==> src/rtl/tmr_pkg.sv <==
package tmr_pkg;

    localparam int PS_W     = 4;
    localparam int CNT_W    = 12;
    localparam int DATA_W   = PS_W + CNT_W;
    localparam int ADDR_W   = 8;
    localparam int EN_BIT   = 0;
    localparam int HEN_BIT  = 1;
    localparam int DONE_BIT = 2;

    typedef enum logic [1:0] {
        PH_IDLE,
        PH_WARM,
        PH_COUNT,
        PH_FINISH
    } phase_e;

    typedef struct packed {
        logic [PS_W-1:0]  code;
        logic [CNT_W-1:0] limit;
    } cfg_t;

    typedef struct packed {
        logic done;
        logic hen;
        logic en;
    } ctrl_t;

    // Divisor N for a prescale code: linear for low codes, powers of two above.
    function automatic logic [CNT_W-1:0] div_of(input logic [PS_W-1:0] code);
        int n;
        if (code < 4'd8) n = int'(code) + 1;
        else             n = 1 << (int'(code) - 4);
        return CNT_W'(n);
    endfunction

endpackage

==> src/rtl/tmr_prescaler.sv <==
module tmr_prescaler
    import tmr_pkg::*;
#(
    parameter int W = CNT_W
) (
    input  logic         clk,
    input  logic         rst,
    input  logic         clear,
    input  logic         run,
    input  logic [W-1:0] div,
    output logic         tick
);

    logic [W-1:0] pc;
    logic [W:0]   lim;

    // One tick every 2*div input cycles.
    always_comb begin
        lim  = {div, 1'b0} - 1'b1;
        tick = run && ({1'b0, pc} >= lim);
    end

    always_ff @(posedge clk) begin
        if (rst || clear) begin
            pc <= '0;
        end else if (run) begin
            pc <= tick ? '0 : pc + 1'b1;
        end
    end

endmodule

==> src/rtl/tmr_core.sv <==
module tmr_core
    import tmr_pkg::*;
#(
    parameter int WARM_CYC = 3,
    parameter int W        = CNT_W
) (
    input  logic         clk,
    input  logic         rst,
    input  logic         start,
    input  logic         stop,
    input  logic         tick,
    input  logic [W-1:0] limit,
    output phase_e       phase,
    output logic [W-1:0] count,
    output logic         done_set
);

    localparam int SW = $clog2(WARM_CYC + 1);

    logic [SW-1:0] st;
    logic [W-1:0]  nxt;
    logic          warm_last;

    always_comb begin
        nxt       = count + 1'b1;
        warm_last = (phase == PH_WARM) && (st == SW'(WARM_CYC - 1));
        done_set  = (warm_last && (limit == '0)) ||
                    ((phase == PH_COUNT) && tick && (nxt == limit));
    end

    always_ff @(posedge clk) begin
        if (rst) begin
            phase <= PH_IDLE;
            st    <= '0;
            count <= '0;
        end else if (stop) begin
            phase <= PH_IDLE;
            st    <= '0;
            count <= '0;
        end else if (start) begin
            phase <= PH_WARM;
            st    <= '0;
            count <= '0;
        end else begin
            unique case (phase)
                PH_WARM: begin
                    st <= st + 1'b1;
                    if (warm_last) phase <= (limit == '0) ? PH_FINISH : PH_COUNT;
                end
                PH_COUNT: begin
                    if (tick) begin
                        count <= nxt;
                        if (nxt == limit) phase <= PH_FINISH;
                    end
                end
                default: ;
            endcase
        end
    end

    AST_COUNT_STEP: assert property (@(posedge clk) disable iff (rst)
        (count != $past(count)) |-> (count == $past(count) + 1'b1 || count == '0));

endmodule

==> src/rtl/tmr_regs.sv <==
module tmr_regs
    import tmr_pkg::*;
#(
    parameter logic [ADDR_W-1:0] CTRL_OFS = 8'h20,
    parameter logic [ADDR_W-1:0] CFG_OFS  = 8'h21
) (
    input  logic              clk,
    input  logic              rst,
    input  logic              wr_en,
    input  logic [ADDR_W-1:0] addr,
    input  logic [DATA_W-1:0] wdata,
    input  logic              done_set,
    output cfg_t              cfg,
    output ctrl_t             ctrl,
    output logic              start,
    output logic              stop,
    output logic [DATA_W-1:0] rd_data
);

    logic wr_ctrl, wr_cfg, clr;

    always_comb begin
        wr_ctrl = wr_en && (addr == CTRL_OFS);
        wr_cfg  = wr_en && (addr == CFG_OFS);
        start   = wr_ctrl && !ctrl.en &&  wdata[EN_BIT];
        stop    = wr_ctrl &&  ctrl.en && !wdata[EN_BIT];
        clr     = start || (wr_ctrl && wdata[DONE_BIT]);
    end

    always_ff @(posedge clk) begin
        if (rst) begin
            cfg  <= '0;
            ctrl <= '0;
        end else begin
            if (wr_ctrl) begin
                ctrl.en  <= wdata[EN_BIT];
                ctrl.hen <= wdata[HEN_BIT];
            end
            if (wr_cfg) cfg <= cfg_t'(wdata);
            ctrl.done <= (ctrl.done && !clr) || done_set;
        end
    end

    always_comb begin
        if (addr == CTRL_OFS)     rd_data = DATA_W'(ctrl);
        else if (addr == CFG_OFS) rd_data = DATA_W'(cfg);
        else                      rd_data = '0;
    end

    AST_DONE_STICKY: assert property (@(posedge clk) disable iff (rst)
        (ctrl.done && !wr_ctrl) |=> ctrl.done);

endmodule

==> src/rtl/prescaled_halt_timer.sv <==
module prescaled_halt_timer
    import tmr_pkg::*;
#(
    parameter logic [ADDR_W-1:0] CTRL_OFS = 8'h20,
    parameter logic [ADDR_W-1:0] CFG_OFS  = 8'h21,
    parameter int                WARM_CYC = 3
) (
    input  logic              clk,
    input  logic              rst,
    input  logic              wr_en,
    input  logic [ADDR_W-1:0] addr,
    input  logic [DATA_W-1:0] wr_data,
    output logic [DATA_W-1:0] rd_data,
    output logic              done,
    output logic              halt_req
);

    cfg_t             cfg;
    ctrl_t            ctrl;
    phase_e           phase;
    logic [CNT_W-1:0] count;
    logic             start, stop, tick, done_set;

    tmr_regs #(
        .CTRL_OFS (CTRL_OFS),
        .CFG_OFS  (CFG_OFS)
    ) i_regs (
        .clk      (clk),
        .rst      (rst),
        .wr_en    (wr_en),
        .addr     (addr),
        .wdata    (wr_data),
        .done_set (done_set),
        .cfg      (cfg),
        .ctrl     (ctrl),
        .start    (start),
        .stop     (stop),
        .rd_data  (rd_data)
    );

    tmr_prescaler #(.W(CNT_W)) i_pre (
        .clk   (clk),
        .rst   (rst),
        .clear (phase != PH_COUNT),
        .run   (phase == PH_COUNT),
        .div   (div_of(cfg.code)),
        .tick  (tick)
    );

    tmr_core #(.WARM_CYC(WARM_CYC), .W(CNT_W)) i_core (
        .clk      (clk),
        .rst      (rst),
        .start    (start),
        .stop     (stop),
        .tick     (tick),
        .limit    (cfg.limit),
        .phase    (phase),
        .count    (count),
        .done_set (done_set)
    );

    always_comb begin
        done     = ctrl.done;
        halt_req = ctrl.hen && ((phase == PH_WARM) || (phase == PH_COUNT));
    end

    AST_HALT_DROPS: assert property (@(posedge clk) disable iff (rst)
        $rose(done) |-> !halt_req);

    AST_HALT_NEEDS_EN: assert property (@(posedge clk) disable iff (rst)
        halt_req |-> ctrl.en);

    AST_IDLE_WHEN_OFF: assert property (@(posedge clk) disable iff (rst)
        !ctrl.en |-> (phase == PH_IDLE && count == '0));

endmodule

==> config.mk <==
export PLATFORM = sky130hd
export DESIGN_NAME = prescaled_halt_timer
export DESIGN_NICKNAME = d
export VERILOG_FILES = /design/src/rtl/tmr_pkg.sv /design/src/rtl/tmr_prescaler.sv /design/src/rtl/tmr_core.sv /design/src/rtl/tmr_regs.sv /design/src/rtl/prescaled_halt_timer.sv
export SDC_FILE = /design/constraint.sdc
export NUM_CORES = 1
export LEC_CHECK = 0
export CAP_MARGIN = 20
export CELL_PAD_IN_SITES_DETAIL_PLACEMENT = 0
export CELL_PAD_IN_SITES_GLOBAL_PLACEMENT = 2
export CORE_MARGIN = 2
export CORE_UTILIZATION = 33
export DETAILED_ROUTE_END_ITERATION = 10
export PLACE_DENSITY_LB_ADDON = 0.1
export SYNTH_ARGS = -nofsm -noshare
export SYNTH_HDL_FRONTEND = slang
export SYNTH_SLANG_ARGS = --single-unit
==> constraint.sdc <==
create_clock -name clk -period 4.8 [get_ports clk]
set_clock_uncertainty 0.2 [all_clocks]
set_input_delay 1.44 -clock clk [delete_from_list [all_inputs] [get_ports clk]]
set_output_delay 1.44 -clock clk [all_outputs]
set_load 0.01 [all_outputs]
==> out/qor.yml, run 1 <==
max_slew_margin_pct: 61.77
startpoint_type: "input pin"
synthFlopType: "dfxtp_1"
via_count: 2938
root_buffer: "clkbuf_8"
die-area_um2: 11010
finalSetupViolCount: 0
syn_area_per_cell_um2: 8.339
ios: 45
drv_slew: 0
crit_type: "in -> out"
insertion_delay_ps: 300
finalHoldViolCount: 0
synth_area_um2: 3361
worstHoldPathType: "reg -> reg"
rsz0062_at_grt: "no"
grt_pass1_wl_mm: 14.37
maxCapViolCount: 0
routed_wl_mm: 8.654
grt_pass1_vias: 2801
min_period_over_period_pct: 96.26
cts_tree: "yes"
drc_errors: 0
p_total_w: 0.0008337
irDropWorstVdd_mv: 0.1435
ys_ff_latch: 47
clock.fmax_mhz: 216.4
drt_first_iter_violations: 141
synth-seq-area-share_pct: 28.00
final_layout_size_suffix_gt1_share_pct: 12.53
p_per_area_nw_per_um2: 201.9
crit_fanout: 11
die_w_um: 104.9
ant_nets: 0
stdcell_count: 588
clk_pin_slew_ps: 90
drt-vias-per-instance: 4.997
overflow: 0
diodes: 0
place_area_um2: 3897
final_area_um2: 4130
p_leak_nw: 1.624
worst_pin_slew_ps: 573.5
gr-usage-all-layers_pct: 16.05
netlist_instances: 403
place_inst: 568
endpoint_kind: "primary output"
area_growth_pct: 22.90
antenna_found_initial: 0
cts-buffers-inserted: 5
htreeDepth: 2
synthDistinctLibCells: 73
final_nets: 501
core.rowCount: 36
multi_input_area_um2: 2226
holdWs_ps: 273.6
hpwl_mm: 6.475
start_util_pct: 34.23
clk_path_buf_depth: 2
crit_arrival_ps: 2980
portBuffers: 44
synth_async_sr_flop_share_pct: 0
cts.sinks: 47
grt_max_degree: 18
place.gp.congestion: 0.7442
status: "finished clean"
regArea_um2: 940.9
synth_nets: 450
wl_per_cell_um: 14.72
first_pass_iters: 4
period_needed_ps: 4621
cp.required_ps: 3160
die_y_um: 104.9
nFillCells: 1054
core-area_um2: 9819
yosys_warnings: 0
synth_enable_flop_cells: 0
cells in the mapped netlist, types with 5 or more instances:
cell,instances,area (um^2)
a211oi_1,7,52.55
nand3_1,28,140.1
and2_1,15,93.84
mux2i_1,7,70.07
inv_1,16,60.06
a21o_1,8,60.06
o21ai_0,8,40.04
nor2_1,41,153.9
nand2_1,29,108.9
dfxtp_1,47,940.9
nand4_1,7,43.79
xnor2_1,22,192.7
xor2_1,11,96.34
clkbuf_1,8,30.03
buf_2,5,25.02
a21oi_1,31,155.2
and3_1,6,37.54
nor3_1,9,45.04
buf_6,6,67.56
ha_1,20,250.2
critical path: stages:
cell	delay, ps
clkdlybuf4s50_1	410
nor4b_2	300
nand2_1	130
nor2_2	140
buf_6	150
and2_1	130
dlygate4sd2_1	270
flip-flops by register name, summed over array words and instances, names as in the netlist:
register and flops:
i_regs.cfg 16, i_core.count 12, i_pre.pc 12, i_regs.ctrl 3, i_core.phase 2, i_core.st 2
cells by family after synthesis:
logic type | Yosys count | synth area share [%]
buffers and inverters | 38 | 6.106
AO/OA/AOI/OAI | 89 | 19.84
adder cells (fa/ha/maj) | 20 | 7.446
flip-flops | 47 | 28.00
XOR/XNOR | 34 | 9.084
multiplexers | 7 | 2.085
AND/OR/NAND/NOR | 168 | 27.44
per-layer routing:
layer	routed length, um	GRT usage, %	up-vias	share of wire (%)
met5	0	0	-	0
met4	40	2.571	0	0.46
met3	306	2.371	2	3.5
met2	3732	24.07	51	43
met1	4575	24.49	1343	53
li1	-	-	1542	-
through the flow:
stage	setup TNS (ps)	worst slack (ps)	util (%)
final	0	179.5	42.06
after global routing	0	56.12	42.06
after CTS	0	1.136	41.83
after detailed placement	-2065	-186.0	39.69
after global placement	-1260	-119.8	39.69
after floorplan	0	537.1	-
final timing paths:
check                         end      startpoint  depth (start not counted)  slack (ps)
setup / recovery       rd_data[7]         addr[7]                          7         180
hold / removal        i_pre.pc[0]     i_pre.pc[0]                          1         270
setup reg to reg  i_core.count[2]  i_regs.cfg[15]                         17         640
hold reg to reg       i_pre.pc[0]     i_pre.pc[0]                          1         270
timing repair:
action,in CTS,in global routing
setup endpoints to repair,16,4
hold buffers,0,0
buffers inserted,11,1
gates resized for setup,14,5
pin swaps,1,1
layout make-up:
| class | count | share of cell area [%] |
|---|---|---|
| multi-input combinational | 318 | 53.89 |
| timing repair buffer | 66 | 14.63 |
| clock buffer | 6 | 1.757 |
| sequential | 47 | 22.78 |
| tap | 133 | 4.029 |
| inverter | 16 | 1.454 |
| clock inverter | 2 | 1.454 |
cell usage in the layout (no fill, tap or decap), drive strengths merged, types with 3 or more instances in the layout:
master         synthesis  final
clkdlybuf4s50          0     28
dlygate4sd2            0     12
xor2                  11     11
ha                    20     20
xnor2                 23     23
and3                   7      7
a21o                   9      9
dlymetal6s2s           0      4
buf                   14     22
nand4                  8      8
nand4bb                3      3
clkbuf                 8      6
mux2i                  7      7
a211oi                 8      8
nor2                  42     42
nor4                   3      3
nor2b                  4      4
a22oi                  3      3
nand2                 30     30
dfxtp                 47     47
nand3                 28     28
a31o                   4      4
a21oi                 33     33
and2                  16     16
inv                   16     16
and4                   3      3
nor3                  10     10
o21ai                 10     10
report_power, final:
| group | switching (W) | total, W | internal, W |
|---|---|---|---|
| Clock | 0.000140 | 0.000349 | 0.000208 |
| Sequential | 0.00000301 | 0.000396 | 0.000393 |
| Combinational | 0.0000437 | 0.0000889 | 0.0000452 |
| Total | 0.000187 | 0.000834 | 0.000647 |
Note: power is estimated with default switching activity, not from simulation.
==> run 2, diff against run 1 <==
--- a/config.mk
+++ b/config.mk
@@ -8,7 +8,6 @@
 export CAP_MARGIN = 20
 export CELL_PAD_IN_SITES_DETAIL_PLACEMENT = 0
 export CELL_PAD_IN_SITES_GLOBAL_PLACEMENT = 2
-export CORE_MARGIN = 2
 export CORE_UTILIZATION = 33
 export DETAILED_ROUTE_END_ITERATION = 10
 export PLACE_DENSITY_LB_ADDON = 0.1
==> out/qor.yml, run 2 (synthesized netlist as in run 1, its figures left out) <==
status: "finished clean"
area_growth_pct: 19.02
switchingPower_w: 0.0001938  # +3.6%
htreeDepth: 2  # unchanged
layout_common_cells: "dfxtp_1, nor2_1, a21oi_1"
diodes: 0  # unchanged
switching_share_pct: 26.49  # +4.0 points
drv_slew: 0  # unchanged
cts-buffers-inserted: 5  # unchanged
final_nets: 489  # -2.4%
pwr-share-clk_pct: 34.3  # -7.5 points
clk_pin_slew_ps: 90  # about the same
nFillCells: 1060  # +0.57%
die_w_um: 102.9  # -1.9%
finalHoldViolCount: 0  # unchanged
irDropWorstVdd_mv: 0.09821  # -32%
grt_max_degree: 18  # unchanged
p_per_area_nw_per_um2: 182.9  # -9.4%
place.gp.congestion: 0.7473  # +0.42%
largest_reg_flops: 16  # unchanged
cts.sinks: 47  # unchanged
critPathBufInv: 3  # unchanged
reg2regPathDepth: 17  # unchanged
drt-vias-per-instance: 5.069  # +1.5%
cp_slowest_cell: "clkdlybuf4s50_1"
min_period_over_period_pct: 96.03  # -0.23 points
core-area_um2: 9819  # unchanged
grt_pass1_wl_mm: 13.64  # -5.1%
slowest_delay_ps: 440  # +30 ps
crit_chain: "clkdlybuf4s50_1 > nor4b_4 > nand2_1 > nor2_2 > buf_6 > and2_1 > dlygate4sd2_1"
die_y_um: 102.9  # -1.9%
ios: 45  # unchanged
drc_errors: 0  # unchanged
portBuffers: 44  # unchanged
crit_fanout: 11  # unchanged
p_int_w: 0.0005378  # -17%
insertion_delay_ps: 300  # about the same
ant_nets: 0  # unchanged
p_seq_share_pct: 54.1  # +6.6 points
p_total_w: 0.0007317  # -12%
largest_register: "i_regs.cfg"
worst_pin_slew_ps: 583.1  # +9.643 ps
final_layout_size_suffix_gt1_share_pct: 9.932  # -2.6 points
cp.required_ps: 3160  # about the same
routed_wl_mm: 8.397  # -3.0%
rsz0062_at_grt: "no"
first_pass_iters: 6  # +2
overflow: 0  # unchanged
max_slew_margin_pct: 61.03  # -0.74 points
antenna_found_initial: 0  # unchanged
crit_arrival_ps: 2970  # about the same
min_path_cells: 1  # unchanged
endpoint_kind: "primary output"
clk_path_buf_depth: 2  # unchanged
drt_first_iter_violations: 84  # -40%
start_util_pct: 34.23  # unchanged
stdcell_count: 576  # -2.0%
startpoint_type: "input pin"
die-area_um2: 10590  # -3.8%
mostFrequentLayoutCell: "dfxtp_1"
crit_type: "in -> out"
core.rowCount: 36  # unchanged
cts_hold_buf: 0  # unchanged
maxCapViolCount: 0  # unchanged
via_count: 2920  # -0.61%
worstHoldPathType: "reg -> reg"
worstSetupPathDepth: 7  # unchanged
share_comb_of_total_power_pct: 11.6  # +0.9 points
place_inst: 568  # unchanged
hpwl_mm: 6.418  # -0.87%
root_buffer: "clkbuf_8"
cts_tree: "yes"
critPathTopFamily: "buffers and inverters"
period_needed_ps: 4609  # -11.21 ps
p_leak_nw: 1.554  # -4.3%
gr-usage-all-layers_pct: 16.67  # +0.62 points
wl_per_cell_um: 14.58  # -0.95%
grt_pass1_vias: 2600  # -7.2%
clock.fmax_mhz: 217.0  # +0.24%
reg.largest.list: "i_regs.cfg x16, i_core.count x12, i_pre.pc x12"
finalSetupViolCount: 0  # unchanged
run 2: metrics by stage:
| step | worst slack, ps | hold slack (ps) | setup TNS (ps) | util, % | area [um^2] |
|---|---|---|---|---|---|
| final | 190.7 | 284.0 | 0 | 40.74 | 4000 |
| after detailed placement | -167.6 | 265.8 | -1857 | 39.69 | 3897 |
| after global placement | -118.4 | 257.0 | -1235 | 39.69 | 3897 |
| after floorplan | 537.1 | 230.7 | 0 | - | 3361 |
| after CTS | 7.816 | 289.8 | 0 | 40.52 | 3979 |
| after global routing | 70.86 | 337.0 | 0 | 40.74 | 4000 |
run 2: layout make-up:
| cell class | instances | area (um^2) | area share, % |
|---|---|---|---|
| clock inverter | 2 | 12.51 | 0.3128 |
| timing repair buffer | 54 | 518.0 | 12.95 |
| tap | 133 | 166.4 | 4.160 |
| sequential | 47 | 940.9 | 23.52 |
| multi-input combinational | 318 | 2230 | 55.74 |
| clock buffer | 6 | 72.57 | 1.814 |
| inverter | 16 | 60.06 | 1.501 |
run 2: path summary, 6_finish.rpt:
path / start / to / slack (ps)
hold / removal: i_pre.pc[0] / i_pre.pc[0] / 280
setup / recovery: addr[6] / rd_data[3] / 190
setup reg to reg: i_regs.cfg[15] / i_core.count[2] / 630
hold reg to reg: i_pre.pc[0] / i_pre.pc[0] / 280
run 2: layer usage:
metal | share of wire [%] | global-route usage [%]
met1 | 54 | 25.41
met2 | 42 | 24.41
met3 | 3.6 | 2.644
met4 | 0.77 | 3.575
met5 | 0 | 0
run 2: power groups by stage:
| stage | clock network (W) | registers, W | logic, W |
|---|---|---|---|
| after floorplan | 0 | 0.000404 | 0.0000499 |
| after global placement | 0 | 0.000405 | 0.0000848 |
| after detailed placement | 0 | 0.000405 | 0.0000851 |
| after CTS | 0.000265 | 0.000396 | 0.0000859 |
| after global routing | 0.000279 | 0.000397 | 0.0000944 |
| final | 0.000251 | 0.000396 | 0.0000850 |
run 2: timing repair:
item / 4_1_cts / 5_1_grt
buffers inserted: 0 / 0
pin swaps: 1 / 0
endpoints found under the setup margin: 16 / 5
gates resized for setup: 13 / 6
==> run 3, diff against run 2 <==
--- a/config.mk
+++ b/config.mk
@@ -10,6 +10,7 @@
 export CELL_PAD_IN_SITES_GLOBAL_PLACEMENT = 2
 export CORE_UTILIZATION = 33
 export DETAILED_ROUTE_END_ITERATION = 10
+export HOLD_SLACK_MARGIN = 0.12
 export PLACE_DENSITY_LB_ADDON = 0.1
 export SYNTH_ARGS = -nofsm -noshare
 export SYNTH_HDL_FRONTEND = slang
==> results of run 3 <==
No change in the layout: final DEF, timing and power equal those of run 2.
